File: config.mk
export PLATFORM = sky130hd
export DESIGN_NAME = tmr_flags
export DESIGN_NICKNAME = d
export VERILOG_FILES = /design/src/rtl/tmr_pkg.sv /design/src/rtl/tmr_cap_edge.sv /design/src/rtl/tmr_flag_ctl.sv /design/src/rtl/tmr_flags.sv
export SDC_FILE = /design/constraint.sdc
export NUM_CORES = 1
export LEC_CHECK = 0
export ABC_AREA = 1
export BUFFER_PORTS_ARGS = -buffer_cell sky130_fd_sc_hd__buf_2
export CELL_PAD_IN_SITES_DETAIL_PLACEMENT = 1
export CELL_PAD_IN_SITES_GLOBAL_PLACEMENT = 1
export CORE_MARGIN = 5
export CORE_UTILIZATION = 49
export CTS_CLUSTER_SIZE = 25
export DETAILED_ROUTE_END_ITERATION = 8
export GPL_TIMING_DRIVEN = 0
export PLACE_DENSITY_LB_ADDON = 0.1
export SYNTH_ARGS = -nofsm -noshare
export SYNTH_HDL_FRONTEND = slang
export SYNTH_SLANG_ARGS = --single-unit
export TNS_END_PERCENT = 5
File: constraint.sdc
create_clock -name clk -period 3.95 [get_ports clk]
set_input_delay 0.395 -clock clk [delete_from_list [all_inputs] [get_ports clk]]
set_output_delay 0.395 -clock clk [all_outputs]
set_load 0.02 [all_outputs]
File: src/rtl/tmr_pkg.sv
package tmr_pkg;
    localparam int CNT_W  = 16;
    localparam int ADDR_W = 4;
    localparam int NFLAG  = 5;
    localparam int CAP_CH = 2;
    localparam int CTRL_W = 3;

    // register addresses
    localparam logic [ADDR_W-1:0] A_STAT    = 4'd0;
    localparam logic [ADDR_W-1:0] A_CNT_HI  = 4'd1;
    localparam logic [ADDR_W-1:0] A_CNT_LO  = 4'd2;
    localparam logic [ADDR_W-1:0] A_ALT_HI  = 4'd3;
    localparam logic [ADDR_W-1:0] A_ALT_LO  = 4'd4;
    localparam logic [ADDR_W-1:0] A_CAP1_HI = 4'd5;
    localparam logic [ADDR_W-1:0] A_CAP1_LO = 4'd6;
    localparam logic [ADDR_W-1:0] A_CAP2_HI = 4'd7;
    localparam logic [ADDR_W-1:0] A_CAP2_LO = 4'd8;
    localparam logic [ADDR_W-1:0] A_CMP1_HI = 4'd9;
    localparam logic [ADDR_W-1:0] A_CMP1_LO = 4'd10;
    localparam logic [ADDR_W-1:0] A_CMP2_HI = 4'd11;
    localparam logic [ADDR_W-1:0] A_CMP2_LO = 4'd12;
    localparam logic [ADDR_W-1:0] A_CTRL    = 4'd13;

    // flag index i appears at status bit 7-i
    localparam int F_CAP1 = 0;
    localparam int F_CMP1 = 1;
    localparam int F_OVF  = 2;
    localparam int F_CAP2 = 3;
    localparam int F_CMP2 = 4;

    // control bits
    localparam int CTRL_PWM   = 0;
    localparam int CTRL_EDGE0 = 1;

    localparam logic [CNT_W-1:0] CMP1_RST = 16'h8000;
    localparam logic [CNT_W-1:0] CMP2_RST = 16'h0000;

    typedef struct packed {
        logic [CNT_W-1:0]             cnt;
        logic [CAP_CH-1:0][CNT_W-1:0] cap;
        logic [CNT_W-1:0]             cmp1;
        logic [CNT_W-1:0]             cmp2;
        logic [CTRL_W-1:0]            ctrl;
    } tmr_regs_t;
endpackage

File: src/rtl/tmr_cap_edge.sv
module tmr_cap_edge #(
    parameter int STAGES = 2
) (
    input  logic clk,
    input  logic rst_n,
    input  logic pin_i,
    input  logic rise_i,
    output logic ev_o
);
    logic [STAGES-1:0] sync_d, sync_q;
    logic              prev_d, prev_q;
    logic              lvl;

    always_comb begin
        sync_d = {sync_q[STAGES-2:0], pin_i};
        lvl    = sync_q[STAGES-1];
        prev_d = lvl;
        ev_o   = rise_i ? (lvl & ~prev_q) : (~lvl & prev_q);
    end

    always_ff @(posedge clk or negedge rst_n) begin
        if (!rst_n) begin
            sync_q <= '0;
            prev_q <= 1'b0;
        end else begin
            sync_q <= sync_d;
            prev_q <= prev_d;
        end
    end
endmodule

File: src/rtl/tmr_flag_ctl.sv
module tmr_flag_ctl #(
    parameter int N = 5
) (
    input  logic         clk,
    input  logic         rst_n,
    input  logic [N-1:0] set_i,
    input  logic         stat_rd_i,
    input  logic [N-1:0] acc_i,
    output logic [N-1:0] flag_o,
    output logic [N-1:0] armed_o
);
    logic [N-1:0] flag_d, flag_q, armed_d, armed_q, clr;

    always_comb begin
        clr     = acc_i & armed_q;
        // set has priority over a clear in the same cycle
        flag_d  = set_i | (flag_q & ~clr);
        // a status read snapshots the visible flags; an access consumes its arm
        armed_d = stat_rd_i ? flag_q : (armed_q & ~acc_i);
    end

    always_ff @(posedge clk or negedge rst_n) begin
        if (!rst_n) begin
            flag_q  <= '0;
            armed_q <= '0;
        end else begin
            flag_q  <= flag_d;
            armed_q <= armed_d;
        end
    end

    assign flag_o  = flag_q;
    assign armed_o = armed_q;
endmodule

File: src/rtl/tmr_flags.sv
module tmr_flags
    import tmr_pkg::*;
#(
    parameter int SYNC_STAGES = 2
) (
    input  logic              clk,
    input  logic              rst_n,
    input  logic              tick,
    input  logic [CAP_CH-1:0] cap_in,
    input  logic [ADDR_W-1:0] bus_addr,
    input  logic              bus_rd,
    input  logic              bus_wr,
    input  logic [7:0]        bus_wdata,
    output logic [7:0]        bus_rdata
);
    tmr_regs_t         st_d, st_q;
    logic [CAP_CH-1:0] cap_ev;
    logic [NFLAG-1:0]  flag_set, flag_acc, flag_q, armed_q;
    logic [CNT_W-1:0]  cnt_inc;
    logic              hit1, hit2, stat_rd, acc_any;
    logic [7:0]        stat_byte;

    for (genvar g = 0; g < CAP_CH; g++) begin : g_cap
        tmr_cap_edge #(.STAGES(SYNC_STAGES)) u_edge (
            .clk    (clk),
            .rst_n  (rst_n),
            .pin_i  (cap_in[g]),
            .rise_i (st_q.ctrl[CTRL_EDGE0 + g]),
            .ev_o   (cap_ev[g])
        );
    end

    // event detection
    always_comb begin
        cnt_inc  = st_q.cnt + 1'b1;
        hit1     = tick && (cnt_inc == st_q.cmp1);
        hit2     = tick && (cnt_inc == st_q.cmp2);
        flag_set = '0;
        flag_set[F_CAP1] = cap_ev[0] | (st_q.ctrl[CTRL_PWM] & hit2);
        flag_set[F_CMP1] = hit1;
        flag_set[F_OVF]  = tick && (st_q.cnt == '1);
        flag_set[F_CAP2] = cap_ev[1];
        flag_set[F_CMP2] = hit2;

        stat_rd  = bus_rd && (bus_addr == A_STAT);
        acc_any  = bus_rd | bus_wr;
        flag_acc = '0;
        flag_acc[F_CAP1] = acc_any && (bus_addr == A_CAP1_LO);
        flag_acc[F_CMP1] = acc_any && (bus_addr == A_CMP1_LO);
        flag_acc[F_OVF]  = acc_any && (bus_addr == A_CNT_LO);
        flag_acc[F_CAP2] = acc_any && (bus_addr == A_CAP2_LO);
        flag_acc[F_CMP2] = acc_any && (bus_addr == A_CMP2_LO);
    end

    tmr_flag_ctl #(.N(NFLAG)) u_flags (
        .clk       (clk),
        .rst_n     (rst_n),
        .set_i     (flag_set),
        .stat_rd_i (stat_rd),
        .acc_i     (flag_acc),
        .flag_o    (flag_q),
        .armed_o   (armed_q)
    );

    // next-state of counter, latches and writable registers
    always_comb begin
        st_d = st_q;
        if (tick) st_d.cnt = cnt_inc;
        for (int c = 0; c < CAP_CH; c++) begin
            if (cap_ev[c]) st_d.cap[c] = st_q.cnt;
        end
        if (bus_wr) begin
            case (bus_addr)
                A_CMP1_HI: st_d.cmp1[CNT_W-1 -: 8] = bus_wdata;
                A_CMP1_LO: st_d.cmp1[7:0]          = bus_wdata;
                A_CMP2_HI: st_d.cmp2[CNT_W-1 -: 8] = bus_wdata;
                A_CMP2_LO: st_d.cmp2[7:0]          = bus_wdata;
                A_CTRL:    st_d.ctrl               = bus_wdata[CTRL_W-1:0];
                default: ;
            endcase
        end
    end

    always_ff @(posedge clk or negedge rst_n) begin
        if (!rst_n) begin
            st_q      <= '0;
            st_q.cmp1 <= CMP1_RST;
            st_q.cmp2 <= CMP2_RST;
        end else begin
            st_q <= st_d;
        end
    end

    // read mux
    always_comb begin
        stat_byte = '0;
        for (int i = 0; i < NFLAG; i++) stat_byte[7-i] = flag_q[i];
        case (bus_addr)
            A_STAT:    bus_rdata = stat_byte;
            A_CNT_HI,
            A_ALT_HI:  bus_rdata = st_q.cnt[CNT_W-1 -: 8];
            A_CNT_LO,
            A_ALT_LO:  bus_rdata = st_q.cnt[7:0];
            A_CAP1_HI: bus_rdata = st_q.cap[0][CNT_W-1 -: 8];
            A_CAP1_LO: bus_rdata = st_q.cap[0][7:0];
            A_CAP2_HI: bus_rdata = st_q.cap[1][CNT_W-1 -: 8];
            A_CAP2_LO: bus_rdata = st_q.cap[1][7:0];
            A_CMP1_HI: bus_rdata = st_q.cmp1[CNT_W-1 -: 8];
            A_CMP1_LO: bus_rdata = st_q.cmp1[7:0];
            A_CMP2_HI: bus_rdata = st_q.cmp2[CNT_W-1 -: 8];
            A_CMP2_LO: bus_rdata = st_q.cmp2[7:0];
            A_CTRL:    bus_rdata = {{(8-CTRL_W){1'b0}}, st_q.ctrl};
            default:   bus_rdata = 8'h00;
        endcase
    end
endmodule

==> out/metrics.csv <==
stage,metric,value,unit
floorplan,dieArea,12900,um^2
timing,slew_headroom,57.83,%
timing,final-hold-violation-count,0,
clock_network,cts-buffers-inserted,9,
global_routing,track_usage,30.65,%
floorplan,die_w,113.6,um
worst_setup_path,worstPathArrival,2270,ps
synth,synthCells,698,
global_routing,antenna_found_initial,0,
floorplan,initial_utilization,50.45,%
timing,drv_slew,0,
worst_setup_path,critical_path_class,in2out,
synth,ys_seq_area_share,47.17,%
clock_network,cts_hold_buf,0,
placed_design,gp_congestion,0.9277,
detailed_routing,wl,18.91,mm
floorplan,fp-row-count,37,
worst_setup_path,crit_buf_inv,4,
global_routing,grt_start_max_net_pins,57,
synth,avgSynthCellArea,7.529,um^2
timing,clock.fmax,375.3,MHz
min_path,hold_path_class,in2async,
detailed_routing,vias,5177,
floorplan,fp.dieH,113.6,um
worst_setup_path,cp_top_family,buffers and inverters,
global_routing,grt_overflow,0,
power,p_leak,2.759,nW
placed_design,port_buffers,26,
timing,finalCriticalPeriod,2665,ps
synth,yosysMostFrequentCell,nand2_1,
synth,ys_top_cells_by_count,"nand2_1 (192), dfrtp_1 (98), inv_1 (97)",
job,cap_viol_max_count,0,
worst_setup_path,slowest_delay,440,ps
synth,synth_edf_count,0,
status,outcome,"finished, final reports clean",
global_routing,grt_pass1_wl,29.81,mm
detailed_routing,first_pass_iters,5,
timing,final-setup-viol-count,0,
worst_setup_path,cpMaxStageDelayCell,a221oi_1,
synth,ys_types,33,
worst_setup_path,endpoint_kind,primary output,
final_layout,num_antenna_cells,0,
final_layout,syn2layout_area_growth,10.12,%
synth,synth_nets,718,
clock_network,path_clk_slew,100,ps
synth,ys_ff_latch,99,
clock_network,insertion_delay,400,ps
clock_network,cts_tree,yes,
worst_setup_path,start_kind,input port,
synth,synth_largest_area_cell,dfrtp_1,
floorplan,io_pins,27,
synth,syn_area,5255,um^2
synth,ys_async_sr_fraction,100.0,%
power,p_per_area,539.2,nW/um^2
synth,yosysWarnings,0,
worst_setup_path,crit_required,3560,ps
detailed_routing,final_antenna_net_count,0,
synth,synth_top_area_share,46.67,%
timing,finClkSkew,10.86,ps
clock_network,cts_max_level,3,
clock_network,clockBufferDepth,2,
power,p_total,3.120,mW
detailed_routing,drc,0,
final_layout,fillers,1354,
worst_setup_path,path_depth,10,
timing,setup_tns,0,ps
detailed_routing,drt-wirelength-per-cell,21.56,um
detailed_routing,dr.first_iter.drc_count,548,
detailed_routing,vias_per_cell,5.903,
synth,yosys-top-cells-area,"dfrtp_1 (47%), nand2_1 (14%), o21ai_0 (7.8%)",
worst_setup_path,reg2reg_depth,11,
timing,worstMarginPinSlew,632.6,ps
final_layout,drive_above_1_share,10.66,%
power,ir_drop,376.2,uV
clock_network,ctsResizeCount,0,
clock_network,cts_sinks,99,
placed_design,hpwlAfterDp,14.39,mm
worst_setup_path,cp_cell_sequence,buf_2 > inv_1 > nor2_1 > nand2_1 > inv_1 > nand2_1 > o21ai_0 > a221oi_1 > nand3_1 > buf_2,
clock_network,root_buffer,clkbuf_8,
floorplan,fp.coreArea,10420,um^2
clock_network,post-cts-setup-buffers,0,
final_layout,final_nets,756,
timing,min_period_over_period,67.46,%
global_routing,grt_pass1_vias,5373,
synth,ys.flop_type,dfrtp_1,
timing,rsz0062_at_grt,false,
worst_setup_path,crit_fanout,8,
[layer usage]
| metal | routed length (um) | vias to the layer above | global-route usage [%] |
|---|---|---|---|
| met5 | 0 | - | 0 |
| met4 | 699 | 0 | 12.66 |
| met3 | 1397 | 54 | 6.737 |
| met2 | 8843 | 203 | 49.98 |
| met1 | 7964 | 2563 | 39.53 |
| li1 | - | 2357 | - |
[power breakdown]
part | internal, mW | leakage [nW] | total [mW] | switching (mW)
sequential | 1.24 | 1.25 | 1.46 | 0.224
clock | 0.310 | 0.0987 | 0.688 | 0.378
combinational | 0.326 | 1.41 | 0.968 | 0.642
[final timing paths]
| kind | start | end | slack (ps) |
|---|---|---|---|
| setup / recovery | bus_addr[1] | bus_rdata[0] | 1290 |
| hold / removal | rst_n | st_q[53]$_DFFE_PN0P_ | 8 |
| setup reg to reg | st_q[68]$_DFFE_PN0P_ | u_flags.flag_o[1]$_DFF_PN0_ | 1640 |
| hold reg to reg | g_cap[0].u_edge.sync_q[0]$_DFF_PN0_ | g_cap[0].u_edge.sync_q[1]$_DFF_PN0_ | 350 |
| max in group asynchronous | rst_n | st_q[30]$_DFFE_PN0P_ | 3260 |
| min in group clk | cap_in[1] | g_cap[1].u_edge.sync_q[0]$_DFF_PN0_ | 110 |
[cells by family after synthesis]
family | Yosys count | share of synthesized area, %
AO/OA/AOI/OAI | 147 | 15.93
flip-flops | 99 | 47.17
adder cells (fa/ha/maj) | 1 | 0.2381
AND/OR/NAND/NOR | 320 | 25.76
buffers and inverters | 122 | 9.309
XOR/XNOR | 7 | 1.167
multiplexers | 2 | 0.4285
[sequential cells by signal, indices dropped and copies added, names as in the netlist]
name                 count
g_cap.u_edge.prev_q      2
st_q                    83
u_flags.armed_o          5
g_cap.u_edge.sync_q      4
u_flags.flag_o           5
[area by class of cell]
class / instances / area (um^2) / share of cell area, %
multi-input cells: 477 / 2287 / 39.52
inverters: 101 / 379.1 / 6.551
clock buffers: 10 / 137.6 / 2.378
well taps: 136 / 170.2 / 2.941
clock inverters: 6 / 63.81 / 1.103
flip-flops and latches: 99 / 2479 / 42.83
repair buffers: 27 / 160.2 / 2.768
plain buffers: 21 / 110.1 / 1.903
[per-stage QoR]
step / hold slack [ps] / util, % / area [um^2] / setup WS (ps) / instances
floorplan: 99.41 / - / 5255 / 2277 / 698
global placement: 331.8 / 53.33 / 5555 / 1468 / 860
detailed placement: 337.2 / 53.62 / 5585 / 1439 / 861
CTS: 14.22 / 55.56 / 5787 / 1436 / 877
global route: 49.57 / 55.56 / 5787 / 1345 / 877
finish: 7.863 / 55.56 / 5787 / 1285 / 877
[cells in the final DEF (no fill, tap or decap), types with 18 or more instances in the layout]
master	count
buf_2	29
o22ai_1	25
nand2_1	192
a21oi_1	18
o21ai_0	82
nor2_1	39
nand3_1	60
inv_1	97
dfrtp_1	98
Note: power is estimated with default switching activity, not from simulation.
